$ cat src/rtl/tenc_pkg.sv
package tenc_pkg;
  // Source chosen for one row of the unary grid
  typedef enum logic [1:0] {
    ROW_ZERO = 2'd0,
    ROW_ONE  = 2'd1,
    ROW_FINE = 2'd2
  } row_kind_e;
endpackage

$ cat src/rtl/tenc_row_classifier.sv
module tenc_row_classifier
  import tenc_pkg::*;
#(
  parameter int ROW_W = 4,
  localparam int ROWS = 1 << ROW_W
) (
  input  logic                        clk,
  input  logic                        rst_n,
  input  logic [ROW_W-1:0]            row_sel_i,
  output row_kind_e [ROWS-1:0]        kind_o
);
  logic [ROWS-1:0] fine_flag;

  for (genvar r = 0; r < ROWS; r++) begin : g_row
    localparam logic [ROW_W-1:0] RIDX = ROW_W'(r);
    always_comb begin
      if (RIDX < row_sel_i)       kind_o[r] = ROW_ONE;
      else if (RIDX == row_sel_i) kind_o[r] = ROW_FINE;
      else                        kind_o[r] = ROW_ZERO;
    end
    assign fine_flag[r] = (kind_o[r] == ROW_FINE);
  end


  single_fine_row_chk: assert property (@(posedge clk) disable iff (!rst_n)
    $onehot(fine_flag));


  first_row_kind_chk: assert property (@(posedge clk) disable iff (!rst_n)
    (kind_o[0] == ROW_FINE) == (row_sel_i == '0));
endmodule

$ cat src/rtl/tenc_fine_encoder.sv
module tenc_fine_encoder #(
  parameter int COL_W = 4,
  localparam int COLS = 1 << COL_W
) (
  input  logic [COL_W-1:0] val_i,
  output logic [COLS-1:0]  row_o
);
  for (genvar c = 0; c < COLS; c++) begin : g_col
    localparam logic [COL_W:0] CIDX = (COL_W+1)'(c);
    assign row_o[c] = (CIDX < {1'b0, val_i});
  end
endmodule

$ cat src/rtl/tenc_row_mux.sv
module tenc_row_mux
  import tenc_pkg::*;
#(
  parameter int ROWS = 16,
  parameter int COLS = 16
) (
  input  row_kind_e [ROWS-1:0]  kind_i,
  input  logic [COLS-1:0]       fine_i,
  output logic [ROWS*COLS-1:0]  grid_o
);
  for (genvar r = 0; r < ROWS; r++) begin : g_row
    always_comb begin
      unique case (kind_i[r])
        ROW_ONE:  grid_o[r*COLS +: COLS] = '1;
        ROW_FINE: grid_o[r*COLS +: COLS] = fine_i;
        default:  grid_o[r*COLS +: COLS] = '0;
      endcase
    end
  end
endmodule

$ cat src/rtl/tenc_delay_line.sv
module tenc_delay_line #(
  parameter int W     = 6,
  parameter int DEPTH = 2
) (
  input  logic         clk,
  input  logic         rst_n,
  input  logic [W-1:0] d_i,
  output logic [W-1:0] q_o
);
  logic [W-1:0] stage_d [DEPTH];
  logic [W-1:0] stage_q [DEPTH];

  always_comb begin
    stage_d[0] = d_i;
    for (int i = 1; i < DEPTH; i++) stage_d[i] = stage_q[i-1];
  end

  always_ff @(posedge clk or negedge rst_n) begin
    if (!rst_n) begin
      for (int i = 0; i < DEPTH; i++) stage_q[i] <= '0;
    end else begin
      for (int i = 0; i < DEPTH; i++) stage_q[i] <= stage_d[i];
    end
  end

  assign q_o = stage_q[DEPTH-1];
endmodule

$ cat src/rtl/tenc_seg_frontend.sv
module tenc_seg_frontend
  import tenc_pkg::*;
#(
  parameter int MSB_W = 8,
  parameter int LSB_W = 6,
  localparam int CODE_W = MSB_W + LSB_W,
  localparam int LINES  = (1 << MSB_W) - 1
) (
  input  logic              clk,
  input  logic              rst_n,
  input  logic [CODE_W-1:0] code_i,
  output logic [LINES-1:0]  unary_o,
  output logic [LSB_W-1:0]  binary_o
);
  localparam int ROW_W    = MSB_W / 2;
  localparam int COL_W    = MSB_W - ROW_W;
  localparam int ROWS     = 1 << ROW_W;
  localparam int COLS     = 1 << COL_W;
  localparam int PIPE_LAT = 2;

  logic [MSB_W-1:0] msb_val;
  logic [ROW_W-1:0] row_sel;
  logic [COL_W-1:0] col_val;

  assign msb_val = code_i[CODE_W-1 -: MSB_W];
  assign row_sel = msb_val[MSB_W-1 -: ROW_W];
  assign col_val = msb_val[COL_W-1:0];

  // Stage 1: row decision and fine row
  row_kind_e [ROWS-1:0] kind_d, kind_q;
  logic [COLS-1:0]      fine_d, fine_q;

  tenc_row_classifier #(.ROW_W(ROW_W)) u_class (
    .clk       (clk),
    .rst_n     (rst_n),
    .row_sel_i (row_sel),
    .kind_o    (kind_d)
  );

  tenc_fine_encoder #(.COL_W(COL_W)) u_fine (
    .val_i (col_val),
    .row_o (fine_d)
  );

  always_ff @(posedge clk or negedge rst_n) begin
    if (!rst_n) begin
      for (int r = 0; r < ROWS; r++) kind_q[r] <= ROW_ZERO;
      fine_q <= '0;
    end else begin
      kind_q <= kind_d;
      fine_q <= fine_d;
    end
  end

  // Stage 2: row multiplexers and output register
  logic [ROWS*COLS-1:0] grid;
  logic [LINES-1:0]     unary_d, unary_q;

  tenc_row_mux #(.ROWS(ROWS), .COLS(COLS)) u_mux (
    .kind_i (kind_q),
    .fine_i (fine_q),
    .grid_o (grid)
  );

  always_comb unary_d = grid[LINES-1:0];

  always_ff @(posedge clk or negedge rst_n) begin
    if (!rst_n) unary_q <= '0;
    else        unary_q <= unary_d;
  end

  assign unary_o = unary_q;

  // Binary field delay matched to the two unary stages
  tenc_delay_line #(.W(LSB_W), .DEPTH(PIPE_LAT)) u_lsb_dly (
    .clk   (clk),
    .rst_n (rst_n),
    .d_i   (code_i[LSB_W-1:0]),
    .q_o   (binary_o)
  );

  // Assertion support: edges seen since reset, saturating at PIPE_LAT
  logic [1:0] prime_d, prime_q;
  logic       primed;

  always_comb prime_d = (prime_q == 2'(PIPE_LAT)) ? prime_q : prime_q + 2'd1;

  always_ff @(posedge clk or negedge rst_n) begin
    if (!rst_n) prime_q <= '0;
    else        prime_q <= prime_d;
  end

  assign primed = (prime_q == 2'(PIPE_LAT));

  logic [ROWS*COLS-1:0] out_grid;
  assign out_grid = {1'b0, unary_q};


  therm_shape_chk: assert property (@(posedge clk) disable iff (!rst_n)
    ((unary_o >> 1) & ~unary_o) == '0);


  top_cell_clear_chk: assert property (@(posedge clk) disable iff (!rst_n)
    grid[ROWS*COLS-1] == 1'b0);


  unary_latency_chk: assert property (@(posedge clk) disable iff (!rst_n)
    primed |-> ($countones(unary_o) == 32'($past(msb_val, 2))));


  binary_latency_chk: assert property (@(posedge clk) disable iff (!rst_n)
    primed |-> (binary_o == $past(code_i[LSB_W-1:0], 2)));

  for (genvar r = 0; r < ROWS; r++) begin : g_row_chk
    localparam logic [ROW_W-1:0] RIDX = ROW_W'(r);

    row_full_chk: assert property (@(posedge clk) disable iff (!rst_n)
      (primed && (RIDX < $past(row_sel, 2))) |-> (out_grid[r*COLS +: COLS] == '1));

    row_empty_chk: assert property (@(posedge clk) disable iff (!rst_n)
      (primed && (RIDX > $past(row_sel, 2))) |-> (out_grid[r*COLS +: COLS] == '0));

    row_fine_chk: assert property (@(posedge clk) disable iff (!rst_n)
      (primed && (RIDX == $past(row_sel, 2))) |->
      (out_grid[r*COLS +: COLS] == ((COLS'(1) << $past(col_val, 2)) - COLS'(1))));
  end
endmodule

$ cat config.mk
export PLATFORM = sky130hd
export DESIGN_NAME = tenc_seg_frontend
export DESIGN_NICKNAME = d
export VERILOG_FILES = /design/src/rtl/tenc_pkg.sv /design/src/rtl/tenc_row_classifier.sv /design/src/rtl/tenc_fine_encoder.sv /design/src/rtl/tenc_row_mux.sv /design/src/rtl/tenc_delay_line.sv /design/src/rtl/tenc_seg_frontend.sv
export SDC_FILE = /design/constraint.sdc
export NUM_CORES = 1
export LEC_CHECK = 0
export BUFFER_PORTS_ARGS = -buffer_cell sky130_fd_sc_hd__buf_4
export CORE_ASPECT_RATIO = 1.75
export CORE_MARGIN = 5
export CORE_UTILIZATION = 46
export CTS_CLUSTER_SIZE = 16
export DETAILED_ROUTE_END_ITERATION = 16
export GPL_ROUTABILITY_DRIVEN = 0
export PLACE_DENSITY_LB_ADDON = 0.1
export SLEW_MARGIN = 20
export SYNTH_ARGS = -nofsm -noshare
export SYNTH_HDL_FRONTEND = slang
export SYNTH_HIERARCHICAL = 1
export SYNTH_SLANG_ARGS = --single-unit
export TNS_END_PERCENT = 5
$ cat constraint.sdc
create_clock -name clk -period 1.3 [get_ports clk]
set_input_delay 0.26 -clock clk [delete_from_list [all_inputs] [get_ports clk]]
set_output_delay 0.26 -clock clk [all_outputs]
set_load 0.02 [all_outputs]
### Word-level counts from Yosys, hierarchy flattened

Index checks and enable logic that the tools add are counted.

| storage, ports and cells | value |
|---|---|
| flip-flop bits (word level) | 314 |
| ROM bits | 0 |
| logic and storage cells | 147 |
| output and inout port bits | 261 |
| bits in writable memories | 0 |
| bits in latches | 0 |
| memories kept | 0 |
| input port bits | 16 |

| operators by class | value |
|---|---|
| add/sub/neg operators | 0 |
| bitwise gates (word level) | 0 |
| muxes and demuxes | 48 |
| reduce and logical (&&, ||, !) cells | 1 |
| shift-type cells | 0 |
| order comparisons | 31 |
| eq/ne operators | 47 |
| divide/modulo/power cells | 0 |
| $mul | 0 |

Operators by type and width:

| cell | number |
|---|---|
| 16-bit one-hot mux with 2 select lines | 15 |
| 2-bit 2-to-1 mux | 32 |
| 4-bit less-than comparator, first input constant | 15 |
| 2-bit by 1-bit equality test with 1-bit output, second input constant | 16 |
| 2-bit equality test, second input constant | 16 |
| 4-bit equality test, first input constant | 8 |
| 3-bit by 4-bit less-than comparator with 1-bit output, first input constant | 8 |
| 15-bit one-hot mux with 2 select lines | 1 |
| 3-bit by 4-bit equality test with 1-bit output, first input constant | 4 |
| 1-bit by 4-bit less-than comparator with 1-bit output, first input constant | 4 |
| 2-bit by 4-bit less-than comparator with 1-bit output, first input constant | 4 |
| 2-bit by 4-bit equality test with 1-bit output, first input constant | 2 |
| 1-bit by 4-bit equality test with 1-bit output, first input constant | 1 |
| 4-bit zero test | 1 |

### Logic depth before layout (Yosys ltp)

Gate-level depths: netlist (run 1).

| depth | value |
|---|---|
| word-level depth | 3 |
| depth in mapped cells | 6 |

### Cells and area by module

Netlist (run 1), hierarchy kept.

By module, submodules not included:

| module | area each (sq um) | sequential area each (sq um) | times used | cells each |
|---|---|---|---|---|
| tenc_seg_frontend | 7582.3 | 7582.3 | 1 | 303 |
| tenc_row_mux | 4620.7 | 0.0 | 1 | 704 |
| tenc_delay_line | 300.3 | 300.3 | 1 | 12 |
| tenc_row_classifier | 249.0 | 0.0 | 1 | 46 |
| tenc_fine_encoder | 148.9 | 0.0 | 1 | 26 |

### Worst setup path after synthesis (run 1)

OpenSTA, ideal clock, no wires.

| timing path | value |
|---|---|
| path kind | register to register |
| start point | register kind_q[0] (netlist bit) |
| end point | register unary_q[0] (netlist: unary_o[0]) |
| buffers on the path | 2 |
| stages on the path, launching flop included | 6 |
| path slack | 0.176 ns |
| arrival time | 1.003 ns |
| path through | dfrtp_1 inv_1 ha_1 clkbuf_2 buf_2 nor2_1 |

| on the way | value |
|---|---|
| cells in the longest elaborated chain, start to end | 2 |
| elaborated cells on any way between the ends | 3 |
| those cells by class | eq/ne: 2; mux: 1 |

Ends and longest elaborated chain:

| what | line | source |
|---|---|---|
| start: declaration | tenc_seg_frontend.sv:30 | `row_kind_e [ROWS-1:0] kind_d, kind_q;` |
| start signal: assignment | tenc_seg_frontend.sv:50 | `kind_q <= kind_d;` |
| 2-bit equality test or 2-bit by 1-bit equality test with 1-bit output (tied branches) | tenc_row_mux.sv:13 | `unique case (kind_i[r])` |
| 16-bit one-hot mux with 2 select lines (*) | tenc_row_mux.sv:13 |  |
| named net grid[0] | tenc_seg_frontend.sv:56 | `logic [ROWS*COLS-1:0] grid;` |
| end signal: assignment | tenc_seg_frontend.sv:69 | `else unary_q <= unary_d;` |
| end: declaration | tenc_seg_frontend.sv:57 | `logic [LINES-1:0] unary_d, unary_q;` |

The timed path passes the listed nets; every way through them passes the cells marked *.

### Worst setup path in the final report (run 1)

| timing path | value |
|---|---|
| start point | register unary_q[2] (netlist: unary_o[2]) |
| end point | output port unary_o[2] |

RTL lines:

| what | line | source |
|---|---|---|
| end: declaration | tenc_seg_frontend.sv:12 | `output logic [LINES-1:0] unary_o,` |

No word-level cell between the ends.

==> Flow_metrics.wiki, run 1 <==
{| class="wikitable"
! Metric !! Value
|-
| Die extent in x || 137 um
|-
| Final period demand of the worst path || 1390 ps
|-
| Net count of the mapped netlist || 1137
|-
| Top library cells by usage in the layout, fill and taps aside || 315 x dfrtp_1, 275 x nor2_1, 261 x buf_6, 130 x a21oi_2, 127 x a21oi_1
|-
| First-pass GRT wire length || 54100 um
|-
| Critical path required time || 1040 ps
|-
| Total DRC errors in the routed layout || 0
|-
| Critical-path cell with the highest stage delay || dfrtp_1
|-
| Data arrival time at the worst-slack endpoint || 1130 ps
|-
| Yosys warns || 6
|-
| Min-delay worst type || input port to flop
|-
| Final antenna diode count || 0
|-
| Post-synthesis instance area || 12900 sq um
|-
| Crit path capture type || output port
|-
| First-pass iteration count of the detailed router || 5
|-
| Final Net Count || 1386
|-
| Category of cells accounting for the largest share of critical-path delay || flip-flops
|-
| Die area || 31600 sq um
|-
| I/O pin count || 277
|-
| Worst path buffer plus inverter count || 1
|-
| Final period utilization || 1.07
|-
| Setup repair after global routing missed its margin || yes
|-
| Detailed-placement wirelength estimate || 24200 um
|-
| Number of standard-cell rows in the floorplan || 81
|-
| Worst-case clock skew || 14.3 ps
|-
| Level count of the clock H-tree || 1
|-
| Source-to-sink clock delay at the later pin of the worst-skew pair || 560 ps
|-
| Count of input and output buffers || 276
|-
| Largest fanout on the critical path || 1
|-
| Delay of the slowest critical-path stage || 420 ps
|-
| Total wire length after detailed routing || 35700 um
|-
| Violation count after the first detailed-route iteration || 428
|-
| Number of buffers between clock root and the deepest sink || 3
|-
| Initial antenna violation count || 0
|-
| Count of clock tree sinks || 315
|-
| Result of the run || finished with violations
|-
| Slew Limit Fails || 0
|-
| Master cell of the clock root buffer || clkbuf_16
|-
| Placement Setup Slack || -95.8 ps
|-
| Die height || 231 um
|-
| Tot GR Track Use || 0.227
|-
| Max-cap violations || 0
|-
| Setup_tns || -8280 ps
|-
| Leading cell type in the layout, fill and taps excluded || dfrtp_1
|-
| Startpoint class of the critical path || flop
|-
| Initial Utilization || 0.464
|-
| Core outline area || 27800 sq um
|-
| Ordered cell list for the critical path || buf_6
|-
| Average cell area after synthesis || 11.8 sq um
|-
| Proportion of layout cells with a drive suffix above 1 || 0.407
|-
| Maximum clock frequency || 719 MHz
|-
| Num CTS Buffers || 30
|-
| Routed vias || 8500
|-
| DR vias/cell || 4.90
|-
| Clock slew at reported path FFs || 60 ps
|-
| Via count of the first global-routing pass || 8854
|-
| Antenna-violating nets left || 0
|-
| PD cells || 1460 nW/um^2
|-
| Worst setup path category || flop to output port
|-
| Area added between synthesis and finish || 32.1%
|-
| Maximum number of pins on one net before global-route repair || 62
|-
| Total leakage power || 0.00796 uW
|-
| Number of instances in the synthesized netlist || 1089
|-
| Post-DR wirelength/cell || 20.6 um
|-
| CTS tree || done
|-
| Total congestion overflow after global routing || 0
|-
| Peak supply drop || 1.21 mV
|-
| Finish-stage setup viols || 261
|-
| Violations in the final reports || negative setup slack
|-
| Final Worst Setup Slack || -91.5 ps
|-
| Final hold violation count || 0
|}
-- worst reg2reg max path: cells and delay by family (launching register included) --
kind / cells / cell delay (ps)
fa+ha+maj: 1 / 420
simple gates: 1 / 170
compound gates: 1 / 120
buf+inv: 1 / 70
flops: 1 / 400
-- layer usage --
layer,part of all wire,GRT usage,up-vias
met4,0.032,0.0788,0
met5,0,0,-
met3,0.055,0.0341,56
met2,0.54,0.409,298
met1,0.37,0.274,4221
li1,-,-,3925
-- path summary, 6_finish.rpt --
path / from / endpoint / slack [ps] / cells past startpoint
min: code_i[13] / kind_q[14] / 40 / 2
max: unary_o[2] / unary_o[2] / -90 / 1
min in group asynchronous: rst_n / unary_o[136] / 170 / 2
min reg2reg: u_lsb_dly/stage_d[1] / u_lsb_dly/q_o[1] / 350 / 0
max reg2reg: kind_q[20] / unary_o[168] / 50 / 4
max in group asynchronous: rst_n / unary_o[70] / 440 / 3
-- cell type report --
cell class / instances / area (sq um)
clock inverters: 19 / 310
inverters: 35 / 131
clock buffers: 37 / 838
well taps: 373 / 467
multi-input cells: 599 / 3480
fillers: 2293 / 10700
repair buffers: 357 / 3920
flip-flops and latches: 315 / 7880
-- power breakdown --
part	switching (uW)	leakage [uW]	internal, uW
clock	3790	0.000571	6180
sequential	395	0.00395	10400
combinational	2270	0.00344	1700
total	6460	0.00796	18300
-- stage by stage --
step	area, sq um	power (uW)	std cells	hold WS (ps)	util
after floorplan	12900	13000	1089	-35.6	-
after global placement	14700	14500	1664	159	0.529
after detailed placement	14700	14500	1664	158	0.529
after CTS	17000	25100	1735	16.1	0.613
after global routing	17000	25700	1735	32.1	0.613
final	17000	24800	1735	42.2	0.613
-- registers in the layout, summed over array words and instances (netlist names) --
| name | cells |
|---|---|
| kind_q | 32 |
| unary_o | 255 |
| u_lsb_dly/stage_d | 6 |
| u_lsb_dly/q_o | 6 |
| fine_q | 16 |
-- repair_timing --
item	4_1_cts	5_1_grt
hold endpoints to repair	328	0
setup buffers	0	0
gates resized for setup	277	7
hold buffers	15	0
endpoints found under the setup margin	410	342
(Power assumes the default switching activity.)
==> run 2: changes to the inputs <==
--- a/config.mk
+++ b/config.mk
@@ -8,7 +8,7 @@
 export BUFFER_PORTS_ARGS = -buffer_cell sky130_fd_sc_hd__buf_4
 export CORE_ASPECT_RATIO = 1.75
 export CORE_MARGIN = 5
-export CORE_UTILIZATION = 46
+export CORE_UTILIZATION = 45
 export CTS_CLUSTER_SIZE = 16
 export DETAILED_ROUTE_END_ITERATION = 16
 export GPL_ROUTABILITY_DRIVEN = 0
==> run 2 against run 1 <==
Against the previous run: the flow still finishes with violations (negative setup slack); first-iteration DRC count decreased by 18%; largest cell class unchanged; sequential share of layout area increased by 0.24 points; non-clock buffer count increased by 7; count of clock-buffer cells in the layout decreased by 3; critical path type unchanged.
==> Flow_metrics.wiki, run 2 (same netlist as run 1, synthesis figures left out) <==
{| class="wikitable"
! Metric !! Value
|-
| Data arrival time at the worst-slack endpoint || 1130 ps (about the same)
|-
| Final Net Count || 1392 (was 1386)
|-
| Number of standard-cell rows in the floorplan || 82 (was 81)
|-
| Min-delay worst type || input port to flop (unchanged)
|-
| Tot GR Track Use || 0.226 (was 0.227)
|-
| Final period demand of the worst path || 1390 ps (about the same)
|-
| Worst path buffer plus inverter count || 1 (unchanged)
|-
| Peak supply drop || 0.949 mV (was 1.21 mV)
|-
| Die extent in x || 138 um (was 137 um)
|-
| PD cells || 1400 nW/um^2 (was 1460 nW/um^2)
|-
| Category of cells accounting for the largest share of critical-path delay || flip-flops (unchanged)
|-
| Master cell of the clock root buffer || clkbuf_16 (unchanged)
|-
| Number of flip-flops in the largest register || 255 (unchanged)
|-
| Ordered cell list for the critical path || buf_6 (unchanged)
|-
| Final antenna diode count || 0 (unchanged)
|-
| Detailed-routing wirelength on met1 || 14000 um (was 13400 um)
|-
| Max-cap violations || 0 (unchanged)
|-
| Proportion of layout cells with a drive suffix above 1 || 0.404 (was 0.407)
|-
| Violation count after the first detailed-route iteration || 352 (was 428)
|-
| Count of clock tree sinks || 315 (unchanged)
|-
| Total congestion overflow after global routing || 0 (unchanged)
|-
| Post-DR wirelength/cell || 21.0 um (was 20.6 um)
|-
| Maximum number of pins on one net before global-route repair || 49 (was 62)
|-
| Total wire length after detailed routing || 36500 um (was 35700 um)
|-
| Die area || 32300 sq um (was 31600 sq um)
|-
| Total leakage power || 0.00792 uW (was 0.00796 uW)
|-
| CTS tree || done (unchanged)
|-
| Summed area of non-filler cells in the final layout || 16900 sq um (was 17000 sq um)
|-
| Die height || 234 um (was 231 um)
|-
| Dpl cell area || 14800 sq um (was 14700 sq um)
|-
| Finish-stage setup viols || 261 (unchanged)
|-
| Detailed-placement wirelength estimate || 24300 um (was 24200 um)
|-
| Violations in the final reports || negative setup slack (unchanged)
|-
| Slew Limit Fails || 0 (unchanged)
|-
| Worst setup path category || flop to output port (unchanged)
|-
| Met2 Routed Length || 19700 um (was 19200 um)
|-
| Initial antenna violation count || 0 (unchanged)
|-
| Maximum clock frequency || 722 MHz (was 719 MHz)
|-
| Routed vias || 8537 (was 8500)
|-
| First-pass GRT wire length || 54400 um (was 54100 um)
|-
| Leading cell type in the layout, fill and taps excluded || dfrtp_1 (unchanged)
|-
| Metal3 WL || 2040 um (was 1960 um)
|-
| Highest metal layer used by the detailed router || met4 (unchanged)
|-
| Delay of the slowest critical-path stage || 420 ps (about the same)
|-
| Num CTS Buffers || 29 (was 30)
|-
| Total DRC errors in the routed layout || 0 (unchanged)
|-
| DR vias/cell || 4.90 (about the same)
|-
| Placement Setup Slack || -81.9 ps (was -95.8 ps)
|-
| Level count of the clock H-tree || 1 (unchanged)
|-
| Final core utilization || 0.594 (was 0.613)
|-
| Source-to-sink clock delay at the later pin of the worst-skew pair || 560 ps (about the same)
|-
| Multi-input gate area in the final layout || 3470 sq um (was 3480 sq um)
|-
| Final Worst Setup Slack || -85.7 ps (was -91.5 ps)
|-
| Top library cells by usage in the layout, fill and taps aside || 315 x dfrtp_1, 276 x nor2_1, 263 x buf_6, 130 x a21oi_2, 127 x a21oi_1 (was 315 x dfrtp_1, 275 x nor2_1, 261 x buf_6, 130 x a21oi_2, 127 x a21oi_1)
|-
| Area added between synthesis and finish || 31.4% (was 32.1%)
|-
| First-pass iteration count of the detailed router || 4 (was 5)
|-
| Core outline area || 28500 sq um (was 27800 sq um)
|-
| Crit path capture type || output port (unchanged)
|-
| Antenna-violating nets left || 0 (unchanged)
|-
| Final period utilization || 1.07 (about the same)
|-
| Critical-path cell with the highest stage delay || dfrtp_1 (unchanged)
|-
| Clock slew at reported path FFs || 70 ps (was 60 ps)
|-
| Via count of the first global-routing pass || 8846 (was 8854)
|-
| Result of the run || finished with violations (unchanged)
|-
| Count of input and output buffers || 276 (unchanged)
|-
| Critical path required time || 1040 ps (about the same)
|-
| Worst-case clock skew || 16.6 ps (was 14.3 ps)
|-
| Number of setup buffers added after CTS || 0 (unchanged)
|-
| Final hold violation count || 0 (unchanged)
|-
| Filler cell count || 2415 (was 2293)
|-
| Number of buffers between clock root and the deepest sink || 3 (unchanged)
|-
| FF+latch area || 7880 sq um (unchanged)
|-
| Largest fanout on the critical path || 1 (unchanged)
|-
| Setup repair after global routing missed its margin || yes (unchanged)
|-
| Startpoint class of the critical path || flop (unchanged)
|-
| I/O pin count || 277 (unchanged)
|-
| Initial Utilization || 0.452 (was 0.464)
|}
run 2: cell count changes in the layout (fill, tap and decap cells not counted), moves of 2 or more:
cell       change
buf_6          +2
clkbuf_8       -2
clkbuf_16      -2
bufinv_16      -3
buf_4          +4
ha_1           +3
ha_2           -3
run 2: final cells by class:
cell class | count | share of cell area
Multi-Input combinational cell | 599 | 0.205
Timing Repair Buffer | 364 | 0.236
Clock buffer | 34 | 0.0451
Inverter | 35 | 0.00775
Sequential cell | 315 | 0.465
Clock inverter | 18 | 0.0137
Tap cell | 378 | 0.0279
run 2: worst paths after layout:
check                                startpoint  cells past startpoint                to  slack, ps
min in group asynchronous                 rst_n                      2      unary_o[121]        240
max in group asynchronous                 rst_n                      3      unary_o[217]        460
min reg2reg                u_lsb_dly/stage_d[5]                      0  u_lsb_dly/q_o[5]        350
max                                 unary_o[38]                      1       unary_o[38]        -90
min                                  code_i[13]                      2         kind_q[6]         20
max reg2reg                          kind_q[31]                      2      unary_o[240]        120
run 2: timing repair:
action	in CTS	in global routing
hold buffers	15	0
hold endpoints to repair	53	0
resized for setup	271	10
setup endpoints to repair	316	358
run 2: per-layer routing:
layer | vias up | GRT usage
li1 | 3933 | -
met1 | 4280 | 0.281
met2 | 273 | 0.407
met3 | 51 | 0.0339
met4 | 0 | 0.0618
met5 | - | 0
run 2: through the flow:
stage	setup TNS, ps	cells	hold slack (ps)	total power (uW)
global placement	-472	1676	219	14500
detailed placement	-1500	1676	232	14500
global route	-18330	1743	21.6	24700
floorplan	0	1089	-35.6	13000
CTS	-15570	1743	8.51	24000
finish	-8540	1743	22.1	23700
run 2: power breakdown:
part | internal (uW) | total (uW) | leakage (uW) | switching (uW)
Sequential | 10400 | 10800 | 0.00395 | 397
Combinational | 1700 | 3990 | 0.00348 | 2290
Clock | 5220 | 8920 | 0.000495 | 3700
==> run 3: changes to the inputs <==
--- a/config.mk
+++ b/config.mk
@@ -6,7 +6,7 @@
 export NUM_CORES = 1
 export LEC_CHECK = 0
 export BUFFER_PORTS_ARGS = -buffer_cell sky130_fd_sc_hd__buf_4
-export CORE_ASPECT_RATIO = 1.75
+export CORE_ASPECT_RATIO = 1.5
 export CORE_MARGIN = 5
 export CORE_UTILIZATION = 45
 export CTS_CLUSTER_SIZE = 16
==> run 3 against run 2 <==
Against the previous run: the run still ends with negative setup slack left; non-clock buffer count fell by 7; worst hold slack improved by 17 ps; clock power barely moved; critical endpoint is now unary_o[164]; highest routed layer unchanged.
==> Flow_metrics.wiki, run 3 (same netlist as run 1, synthesis figures left out) <==
{| class="wikitable"
! Metric !! Value
|-
| Result of the run || finished with violations (unchanged)
|-
| Violations in the final reports || negative setup slack (unchanged)
|-
| Detailed-placement wirelength estimate || 23100 um (was 24300 um)
|-
| Final Worst Setup Slack || -79.5 ps (was -85.7 ps)
|-
| FF+latch area || 7880 sq um (unchanged)
|-
| Post-DR wirelength/cell || 20.3 um (was 21.0 um)
|-
| Number of buffers between clock root and the deepest sink || 3 (unchanged)
|-
| Category of cells accounting for the largest share of critical-path delay || flip-flops (unchanged)
|-
| Multi-input gate area in the final layout || 3470 sq um (about the same)
|-
| First-pass GRT wire length || 52800 um (was 54400 um)
|-
| Final hold violation count || 0 (unchanged)
|-
| DR vias/cell || 4.99 (was 4.90)
|-
| Data arrival time at the worst-slack endpoint || 1120 ps (was 1130 ps)
|-
| Filler cell count || 2389 (was 2415)
|-
| Crit path capture type || output port (unchanged)
|-
| Die area || 32200 sq um (was 32300 sq um)
|-
| Antenna-violating nets left || 0 (unchanged)
|-
| Area added between synthesis and finish || 31.2% (was 31.4%)
|-
| Number of standard-cell rows in the floorplan || 76 (was 82)
|-
| Count of clock tree sinks || 315 (unchanged)
|-
| Die height || 217 um (was 234 um)
|-
| Count of input and output buffers || 276 (unchanged)
|-
| Total DRC errors in the routed layout || 0 (unchanged)
|-
| First-pass iteration count of the detailed router || 4 (unchanged)
|-
| Delay of the slowest critical-path stage || 420 ps (about the same)
|-
| Maximum clock frequency || 725 MHz (was 722 MHz)
|-
| I/O pin count || 277 (unchanged)
|-
| Placement Setup Slack || -76.7 ps (was -81.9 ps)
|-
| Total leakage power || 0.00791 uW (was 0.00792 uW)
|-
| Summed area of non-filler cells in the final layout || 16900 sq um (about the same)
|-
| Setup repair after global routing missed its margin || yes (unchanged)
|-
| Final period utilization || 1.06 (was 1.07)
|-
| Final Net Count || 1385 (was 1392)
|-
| PD cells || 1400 nW/um^2 (about the same)
|-
| Leading cell type in the layout, fill and taps excluded || dfrtp_1 (unchanged)
|-
| Routed vias || 8533 (was 8537)
|-
| Num CTS Buffers || 29 (unchanged)
|-
| Source-to-sink clock delay at the later pin of the worst-skew pair || 560 ps (about the same)
|-
| Worst setup path category || flop to output port (unchanged)
|-
| Min-delay worst type || input port to flop (unchanged)
|-
| Final period demand of the worst path || 1380 ps (was 1390 ps)
|-
| Largest fanout on the critical path || 1 (unchanged)
|-
| Level count of the clock H-tree || 1 (unchanged)
|-
| Die extent in x || 148 um (was 138 um)
|-
| Proportion of layout cells with a drive suffix above 1 || 0.403 (was 0.404)
|-
| Maximum number of pins on one net before global-route repair || 63 (was 49)
|-
| Via count of the first global-routing pass || 8737 (was 8846)
|-
| Initial antenna violation count || 0 (unchanged)
|-
| Violation count after the first detailed-route iteration || 356 (was 352)
|-
| Max-cap violations || 0 (unchanged)
|-
| Placed cell count || 1641 (was 1676)
|-
| Post-layout power || 23700 uW (about the same)
|-
| Ordered cell list for the critical path || buf_6 (unchanged)
|-
| Worst path buffer plus inverter count || 1 (unchanged)
|-
| Core outline area || 28500 sq um (about the same)
|-
| Critical-path cell with the highest stage delay || dfrtp_1 (unchanged)
|-
| Slew Limit Fails || 0 (unchanged)
|-
| CTS tree || done (unchanged)
|-
| Initial Utilization || 0.452 (about the same)
|-
| Top library cells by usage in the layout, fill and taps aside || 315 x dfrtp_1, 276 x nor2_1, 262 x buf_6, 130 x a21oi_2, 127 x a21oi_1 (was 315 x dfrtp_1, 276 x nor2_1, 263 x buf_6, 130 x a21oi_2, 127 x a21oi_1)
|-
| Number of flip-flops in the largest register || 255 (unchanged)
|-
| Total congestion overflow after global routing || 0 (unchanged)
|-
| Dpl cell area || 14700 sq um (was 14800 sq um)
|-
| Master cell of the clock root buffer || clkbuf_16 (unchanged)
|-
| Tot GR Track Use || 0.214 (was 0.226)
|-
| Finish-stage setup viols || 261 (unchanged)
|-
| Critical path required time || 1040 ps (about the same)
|-
| Worst-case clock skew || 15.0 ps (was 16.6 ps)
|-
| Startpoint class of the critical path || flop (unchanged)
|-
| Final core utilization || 0.593 (was 0.594)
|-
| Clock slew at reported path FFs || 60 ps (was 70 ps)
|-
| Final antenna diode count || 0 (unchanged)
|-
| Peak supply drop || 1.27 mV (was 0.949 mV)
|-
| Final Instance Count excl. Fillers || 1710 (was 1743)
|-
| Total wire length after detailed routing || 34800 um (was 36500 um)
|}
run 3: cell count changes in the layout (fill, tap and decap cells not counted), sizes merged:
cell / before / now
inv: 38 / 36
clkbuf: 34 / 40
buf: 349 / 342
bufinv: 5 / 4
clkinv: 9 / 8
clkinvlp: 1 / 0
run 3: where the power goes:
part | total [uW] | internal (uW) | switching (uW)
combinational | 3980 | 1720 | 2250
sequential | 10800 | 10400 | 390
clock | 8920 | 5290 | 3630
run 3: repair_timing:
item | in CTS | in global routing
endpoints found under the hold margin | 275 | 0
resized for setup | 274 | 10
buffers inserted | 0 | 0
setup endpoints to repair | 365 | 375
hold buffers | 16 | 0
run 3: stage by stage:
step / hold WS [ps] / setup TNS [ps]
CTS: 13.8 / -15580
global route: 28.7 / -17300
global placement: 123 / -604
detailed placement: 125 / -1840
finish: 38.9 / -6920
floorplan: -35.6 / 0
run 3: per-layer routing:
| layer | share of wire | GRT usage |
|---|---|---|
| met1 | 0.39 | 0.272 |
| met2 | 0.53 | 0.377 |
| met3 | 0.055 | 0.0365 |
| met4 | 0.023 | 0.0610 |
| met5 | 0 | 0 |
run 3: path summary, 6_finish.rpt:
kind	from	endpoint	slack, ps	depth (start not counted)
max in group asynchronous	rst_n	unary_o[109]	520	3
min in group asynchronous	rst_n	u_lsb_dly/q_o[5]	150	2
max	unary_o[164]	unary_o[164]	-80	1
min reg2reg	u_lsb_dly/stage_d[5]	u_lsb_dly/q_o[5]	350	0
min	code_i[12]	kind_q[16]	40	2
max reg2reg	kind_q[8]	unary_o[78]	110	4
run 3: area by class of cell:
type | instances | share of cell area
clock buffer | 40 | 0.0495
clock inverter | 13 | 0.0102
inverter | 35 | 0.00776
multi-input combinational | 599 | 0.205
sequential | 315 | 0.466
tap | 351 | 0.0260
timing repair buffer | 357 | 0.235
